`src/rtl/boot_seq_pkg.sv`:
```
package boot_seq_pkg;
  localparam int unsigned DATA_W   = 16;
  localparam int unsigned ADDR_W   = 20;
  localparam int unsigned WAIT_W   = 2;
  localparam logic [ADDR_W-1:0] BOOT_VECTOR = 20'hFFFF0;
  localparam logic [WAIT_W-1:0] BOOT_WAITS  = 2'd3;
endpackage

```
`src/rtl/bsq_rst_sync.sv`:
```
module bsq_rst_sync #(
  parameter int unsigned STAGES = 2
) (
  input  logic clk,
  input  logic arst_n,
  output logic sync_n
);
  logic [STAGES-1:0] chain_q;
  logic [STAGES-1:0] chain_d;

  // shift a one in from the bottom; async clear on pin assertion
  always_comb begin
    chain_d = {chain_q[STAGES-2:0], 1'b1};
  end

  always_ff @(posedge clk or negedge arst_n) begin
    if (!arst_n) chain_q <= '0;
    else         chain_q <= chain_d;
  end

  assign sync_n = chain_q[STAGES-1];
endmodule

```
`src/rtl/bsq_cfg_capture.sv`:
```
module bsq_cfg_capture #(
  parameter int unsigned WIDTH = 16
) (
  input  logic             clk,
  input  logic             cap_en,
  input  logic [WIDTH-1:0] bus_d,
  output logic [WIDTH-1:0] word_q
);
  logic [WIDTH-1:0] word_d;

  // data register: loads only while the enable is active, no reset term
  always_comb begin
    word_d = cap_en ? bus_d : word_q;
  end

  always_ff @(posedge clk) begin
    word_q <= word_d;
  end
endmodule

```
`src/rtl/bsq_settle.sv`:
```
module bsq_settle #(
  parameter int unsigned DELAY = 8
) (
  input  logic clk,
  input  logic sync_n,
  output logic release_q
);
  localparam int unsigned CW = $clog2(DELAY + 1);
  localparam logic [CW-1:0] LAST = CW'(DELAY);

  logic [CW-1:0] cnt_q, cnt_d;
  logic          cnt_en;
  logic          rel_d;

  always_comb begin
    cnt_en = (cnt_q != LAST);
    cnt_d  = cnt_en ? cnt_q + 1'b1 : cnt_q;
    rel_d  = (cnt_d == LAST);
  end

  always_ff @(posedge clk or negedge sync_n) begin
    if (!sync_n) begin
      cnt_q     <= '0;
      release_q <= 1'b0;
    end else begin
      cnt_q     <= cnt_d;
      release_q <= rel_d;
    end
  end
endmodule

```
`src/rtl/boot_reset_seq.sv`:
```
module boot_reset_seq
  import boot_seq_pkg::*;
#(
  parameter int unsigned DELAY       = 8,
  parameter int unsigned SYNC_STAGES = 2
) (
  input  logic              clk,
  input  logic              rst_pin_n,
  input  logic [DATA_W-1:0] ad_in,
  output logic              core_rst_n,
  output logic              bus_oe,
  output logic [DATA_W-1:0] cfg_word,
  output logic [ADDR_W-1:0] boot_addr,
  output logic              ucs_en,
  output logic [WAIT_W-1:0] boot_waits,
  output logic              wdt_rst
);
  logic sync_n;
  logic released;

  bsq_rst_sync #(.STAGES(SYNC_STAGES)) u_sync (
    .clk    (clk),
    .arst_n (rst_pin_n),
    .sync_n (sync_n)
  );

  bsq_cfg_capture #(.WIDTH(DATA_W)) u_cap (
    .clk    (clk),
    .cap_en (~sync_n),
    .bus_d  (ad_in),
    .word_q (cfg_word)
  );

  bsq_settle #(.DELAY(DELAY)) u_settle (
    .clk       (clk),
    .sync_n    (sync_n),
    .release_q (released)
  );

  assign core_rst_n = released;
  assign bus_oe     = released;
  assign wdt_rst    = ~sync_n;
  assign boot_addr  = BOOT_VECTOR;
  assign ucs_en     = 1'b1;
  assign boot_waits = BOOT_WAITS;
endmodule

```
`config.mk`:
```
export PLATFORM = sky130hd
export DESIGN_NAME = boot_reset_seq
export DESIGN_NICKNAME = d
export VERILOG_FILES = /design/src/rtl/boot_seq_pkg.sv /design/src/rtl/bsq_rst_sync.sv /design/src/rtl/bsq_cfg_capture.sv /design/src/rtl/bsq_settle.sv /design/src/rtl/boot_reset_seq.sv
export SDC_FILE = /design/constraint.sdc
export NUM_CORES = 1
export LEC_CHECK = 0
export BUFFER_PORTS_ARGS = -buffer_cell sky130_fd_sc_hd__buf_2
export CELL_PAD_IN_SITES_DETAIL_PLACEMENT = 0
export CELL_PAD_IN_SITES_GLOBAL_PLACEMENT = 1
export CORE_MARGIN = 1
export CORE_UTILIZATION = 25
export DETAILED_ROUTE_END_ITERATION = 12
export GPL_TIMING_DRIVEN = 0
export PLACE_DENSITY_LB_ADDON = 0.15
export RECOVER_POWER = 25
export SLEW_MARGIN = 20
export SYNTH_ARGS = -nofsm -noshare
export SYNTH_HDL_FRONTEND = slang
export SYNTH_SLANG_ARGS = --single-unit
```
`constraint.sdc`:
```
create_clock -name clk -period 0.96 [get_ports clk]
set_input_delay 0.048 -clock clk [delete_from_list [all_inputs] [get_ports clk]]
set_output_delay 0.048 -clock clk [all_outputs]
set_load 0.03 [all_outputs]
```
==> impl_metrics.csv, run 1 <==
group,metric,value,unit
cts,cts_tree,"yes",
worst_setup_path,crit_path_start,"u_settle.cnt_q[0]$_DFF_PN0_",
yosys,yosysWarningCount,0,
power,cellLeakagePower,0.7258,nW
yosys,yosysSeqAreaShare,0.6823,
yosys,yosys.area.top_type_share,0.5000,
worst_setup_path,critPathMaxStageDelay,0.43,ns
worst_setup_path,cp_slowest_cell,"dfrtp_2",
power,power.density,1328,nW/um2
floorplanning,core,3661,um2
worst_setup_path,crit_required,1.11,ns
run_status,status,"complete, but fails checks",
grt,antenna_found_initial,0,
yosys,syn_inst,66,
finish,diodes,0,
floorplanning,initial_core_util,0.2625,
cts,clock_path_buffers,2,
sta,setup_viol,12,
power,ir_drop,0.4641,mV
cts,clk_latency,0.26,ns
worst_setup_path,worstSetupStartpointType,"flop",
worst_setup_path,worst-path-max-fanout,3,
cts,numCtsBuffers,3,
placement,post-place-ws,-0.2700,ns
yosys,postSynthAreaPerCell,14.56,um2
finish,final_util,0.4378,
sta,hold_viol,0,
yosys,async_flop_share,0.3043,
yosys,synth_ff_type,"edfxtp_1",
yosys,synth_common_cells,"buf_4, edfxtp_1, dfrtp_1",
detailed_routing,via_count,677,
detailed_routing,wl,1759,um
run_status,violations,"negative setup slack",
sta,layout_setup_ws,-0.2040,ns
worst_setup_path,cp_cell_sequence,"inv_2, ha_4, nand2_4, nor4b_4, o211a_1",
grt,grt_max_degree,14,
placement,finalWeightedCongestion,0.6926,
detailed_routing,route.detailed.drc,0,
yosys,ys_seq_elements,23,
worst_setup_path,regToRegStartpoint,"u_settle.cnt_q[0]$_DFF_PN0_",
worst_setup_path,crit_arrival,1.32,ns
detailed_routing,wire_per_inst,8.884,um
placement,place_hpwl,1158,um
sta,rsz0062_at_grt,"true",
finish,areaGrowthSynthToFinish,66.80,%
sta,timing.fmax,0.8591,GHz
floorplanning,ioPinCount,60,
floorplanning,dieArea,4095,um2
yosys,synthTopCellsByArea,"edfxtp_1, buf_4, dfrtp_1, ha_1, xnor2_1",
grt,grt.overflow.total,0,
floorplanning,rows,22,
yosys,synth_most_common_cell,"buf_4",
power,p_total,2.128,mW
cts,cts_sinks,23,
grt,track_usage,0.08984,
worst_setup_path,setup.worst_path.end_class,"flop",
placement,numPortBuffers,36,
detailed_routing,drtPass1Iterations,4,
detailed_routing,detail_route.vias_per_cell,3.419,
yosys,synth_area,960.9,um2
floorplanning,die_x,64.00,um
finish,fin_nets,171,
job,cap_violations,0,
finish,fin_cells,198,
worst_setup_path,crit_type,"reg -> reg",
grt,grt_pass1_wl,2808,um
grt,grt_pass1_vias,650,
hold_path,min_path_type,"in -> async",
detailed_routing,ant_nets,0,
cts,htreeDepth,1,
yosys,synth_cell_types,15,
cts,root_buffer,"clkbuf_8",
sta,period_share,1.213,
sta,min_period,1.164,ns
sta,finClkSkew,0.0009797,ns
sta,slew_viol_final,0,
cts,clk_pin_slew,0.08,ns
sta,holdWs,0.1001,ns
detailed_routing,drt-initial-drc-count,29,
placement,dpl.cell_count,172,
yosys,yosys.area.top_type,"edfxtp_1",
yosys,synth_edf_count,16,
finish,drive_above_1_share,0.5267,
floorplanning,die_y,64.00,um
registers in the layout, summed over array words and instances (netlist names):
name and count:
u_settle.release_q 1, u_settle.cnt_q 4, u_cap.word_q 16, u_sync.chain_q 2
where the power goes:
group | internal, mW | switching [mW]
logic | 0.168 | 0.259
clock network | 0.289 | 0.292
registers | 1.11 | 0.0104
per-layer routing:
| metal | vias up | part of all wire | track usage |
|---|---|---|---|
| met5 | - | 0 | 0 |
| met4 | 0 | 0.010 | 0.04261 |
| met3 | 2 | 0.11 | 0.02679 |
| met2 | 41 | 0.49 | 0.1503 |
| met1 | 295 | 0.39 | 0.1044 |
| li1 | 339 | - | - |
metrics by stage:
step / setup TNS [ns] / instance area (um2)
floorplan: -3.467 / 1070
global placement: -3.963 / 1310
detailed placement: -4.060 / 1310
CTS: -1.435 / 1645
global route: -1.134 / 1603
finish: -0.4933 / 1603
logic make-up (layout without fill, tap and decap cells):
group | after synthesis | in the layout | share of synthesized area
buffers and inverters | 28 | 90 | 0.2031
flip-flops | 23 | 23 | 0.6823
AND/OR/NAND/NOR | 5 | 5 | 0.02734
AO/OA/AOI/OAI | 3 | 3 | 0.02344
adder cells (fa/ha/maj) | 2 | 2 | 0.02604
other | 2 | 24 | 0.007815
XOR/XNOR | 2 | 2 | 0.01823
multiplexers | 1 | 1 | 0.01172
timing repair:
action	CTS	global route
setup endpoints to repair	21	22
setup buffers	5	3
cloned	1	0
hold buffers	17	0
endpoints found under the hold margin	18	0
resized for setup	12	6
cell usage in the layout, fill, tap and decap left out, types with 2 or more instances in the layout:
cell type,instances
nand3_1,2
edfxtp_1,16
dlygate4sd3_1,17
dfrtp_1,4
buf_4,26
dfrtp_2,3
buf_6,4
conb_1,24
clkbuf_1,2
xnor2_1,2
inv_2,2
buf_2,33
clkbuf_8,3
critical path: cells and delay by family (launching register included):
kind / cells / cell delay [ns]
AND/OR/NAND/NOR: 2 / 0.19
flip-flops: 1 / 0.43
buffers and inverters: 1 / 0.09
adder cells (fa/ha/maj): 1 / 0.15
AO/OA/AOI/OAI: 1 / 0.20
area by class of cell:
| type | count | area, um2 |
|---|---|---|
| clock inverter | 1 | 5.005 |
| inverter | 4 | 18.77 |
| tap | 48 | 60.06 |
| fill | 334 | 2058 |
| multi-input combinational | 37 | 235.2 |
| timing repair buffer | 59 | 410.4 |
| buffer | 23 | 172.7 |
| clock buffer | 3 | 41.29 |
| sequential | 23 | 659.4 |
worst paths after layout:
kind,to,slack (ns),depth (start not counted)
worst max-delay path,u_settle.release_q$_DFF_PN0_,-0.20,5
worst min-delay path,u_sync.chain_q[0]$_DFF_PN0_,0.10,2
worst max register to register,u_settle.release_q$_DFF_PN0_,-0.20,5
worst min register to register,u_settle.cnt_q[1]$_DFF_PN0_,0.26,1
max in group asynchronous,u_settle.cnt_q[2]$_DFF_PN0_,0.46,1
min in group clk,u_sync.chain_q[1]$_DFF_PN0_,0.36,0
Note: power is estimated with default switching activity, not from simulation.
==> inputs of run 2 (changes only) <==
--- a/config.mk
+++ b/config.mk
@@ -12,8 +12,10 @@
 export CORE_UTILIZATION = 25
 export DETAILED_ROUTE_END_ITERATION = 12
 export GPL_TIMING_DRIVEN = 0
+export MAX_ROUTING_LAYER = met4
 export PLACE_DENSITY_LB_ADDON = 0.15
 export RECOVER_POWER = 25
+export SKIP_CTS_REPAIR_TIMING = 1
 export SLEW_MARGIN = 20
 export SYNTH_ARGS = -nofsm -noshare
 export SYNTH_HDL_FRONTEND = slang
==> impl_metrics.csv, run 2 (synthesized netlist as in run 1, its figures left out) <==
group,metric,value,unit
run_status,status,"complete, but fails checks",
run_status,violations,"negative setup slack",
power,cellLeakagePower,0.7845,nW
floorplanning,core,3661,um2
floorplanning,die_x,64.00,um
worst_setup_path,crit_arrival,1.37,ns
detailed_routing,detail_route.vias_per_cell,3.399,
sta,min_period,1.218,ns
floorplanning,die_y,64.00,um
power,power.density,1270,nW/um2
placement,finalWeightedCongestion,0.7000,
grt,use_met1,0.08613,
finish,largest-register,"u_cap.word_q",
grt,grt_pass1_wl,2332,um
worst_setup_path,worstSetupStartpointType,"flop",
floorplanning,initial_core_util,0.2625,
grt,grt_use_met2,0.1184,
grt,grt_pass1_vias,518,
floorplanning,rows,22,
power,ir_drop,0.4752,mV
hold_path,min_path_type,"in -> async",
finish,reg_top3,"u_cap.word_q: 16 flops, u_settle.cnt_q: 4 flops, u_sync.chain_q: 2 flops",
cts,cts_tree,"yes",
power,combPwrFrac,0.218,
finish,areaGrowthSynthToFinish,77.73,%
cts,clock_path_buffers,2,
detailed_routing,wl,1810,um
finish,mostFrequentLayoutCell,"buf_2",
grt,grt.overflow.total,0,
finish,multi_input_area,235.2,um2
detailed_routing,route.detailed.drc,0,
sta,finClkSkew,0.001431,ns
placement,numPortBuffers,36,
detailed_routing,via_count,707,
detailed_routing,ant_nets,0,
worst_setup_path,setup.worst_path.end_class,"flop",
grt,track_usage,0.07701,
power,intPower,1.604,mW
cts,clk_latency,0.25,ns
power,p_seq_frac,0.517,
sta,timing.fmax,0.8212,GHz
worst_setup_path,crit_required,1.11,ns
sta,setup_viol,20,
sta,holdWs,0.1001,ns
power,clock_power_share,0.265,
job,cap_violations,0,
finish,n_fill_cell,328,
sta,hold_viol,0,
sta,rsz0062_at_grt,"true",
detailed_routing,drt-initial-drc-count,28,
sta,layout_setup_ws,-0.2577,ns
finish,seq_area,659.4,um2
power,sw_frac_of_total,0.2608,
sta,period_share,1.268,
finish,largest_reg_flops,16,
grt,grt_max_degree,18,
cts,numCtsBuffers,3,
grt,grtUsageMet3,0.02857,
cts,htreeDepth,1,
worst_setup_path,crit_type,"reg -> reg",
placement,place_hpwl,1158,um
worst_setup_path,worst-path-max-fanout,5,
cts,cts_sinks,23,
finish,final_cell_mix,"buf_2, buf_4, conb_1",
sta,setup_tns,-1.767,ns
finish,diodes,0,
grt,busiest_layer,"met2",
detailed_routing,drtPass1Iterations,3,
finish,drive_above_1_share,0.5500,
floorplanning,dieArea,4095,um2
grt,antenna_found_initial,0,
cts,root_buffer,"clkbuf_8",
floorplanning,ioPinCount,60,
sta,slew_viol_final,0,
power,p_switching,0.5659,mW
cts,clk_pin_slew,0.08,ns
finish,fin_nets,181,
detailed_routing,wire_per_inst,8.702,um
## run 2: changes by cell type in the layout (fill, tap and decap cells not counted), sizes merged
cell    before  now
buf         63   71
clkbuf       5    7
## run 2: path summary, 6_finish.rpt
check / startpoint / endpoint / slack [ns] / cells past startpoint
setup / recovery: u_settle.cnt_q[0]$_DFF_PN0_ / u_settle.release_q$_DFF_PN0_ / -0.26 / 5
hold / removal: rst_pin_n / u_sync.chain_q[0]$_DFF_PN0_ / 0.10 / 2
setup reg to reg: u_settle.cnt_q[0]$_DFF_PN0_ / u_settle.release_q$_DFF_PN0_ / -0.26 / 5
hold reg to reg: u_sync.chain_q[1]$_DFF_PN0_ / u_settle.cnt_q[2]$_DFF_PN0_ / 0.21 / 1
max in group asynchronous: u_sync.chain_q[1]$_DFF_PN0_ / u_settle.cnt_q[1]$_DFF_PN0_ / 0.43 / 2
min in group clk: u_sync.chain_q[0]$_DFF_PN0_ / u_sync.chain_q[1]$_DFF_PN0_ / 0.36 / 0
## run 2: layout make-up
class / count / area share
Clock inverter: 1 / 0.002930
Multi-Input combinational cell: 37 / 0.1377
Inverter: 4 / 0.01245
Tap cell: 48 / 0.03516
Sequential cell: 23 / 0.3861
Clock buffer: 3 / 0.02418
Buffer: 23 / 0.1011
Timing Repair Buffer: 69 / 0.3004
## run 2: through the flow
step | setup WS, ns | power, mW | std cells | cell area [um2] | utilization
6_report | -0.2577 | 2.169 | 208 | 1708 | 0.4665
5_1_grt | -0.2972 | 2.283 | 208 | 1708 | 0.4665
4_1_cts | -0.4899 | 2.088 | 176 | 1356 | 0.3705
3_5_place_dp | -0.2700 | 1.499 | 172 | 1310 | 0.3578
3_3_place_gp | -0.2576 | 1.497 | 172 | 1310 | 0.3578
2_1_floorplan | -0.1940 | 1.428 | 88 | 1070 | -
## run 2: routing by layer
metal | wire, um | part of all wire
met3 | 181 | 0.10
met4 | 14 | 0.0077
met1 | 685 | 0.38
met5 | 0 | 0
met2 | 928 | 0.51
## run 2: power by group through the flow
stage                     Combinational (mW)  Clock [mW]  Sequential (mW)
after detailed placement               0.352           0             1.15
after global placement                 0.351           0             1.15
after CTS                              0.352       0.611             1.12
final                                  0.473       0.576             1.12
after global routing                   0.501       0.656             1.13
after floorplan                        0.205           0             1.22
## run 2: worst max-delay path: stages (launching register included)
cell,delay [ns]
dfrtp_2,0.46
inv_4,0.10
ha_4,0.15
nand2_4,0.06
nor4b_4,0.13
o211a_1,0.22
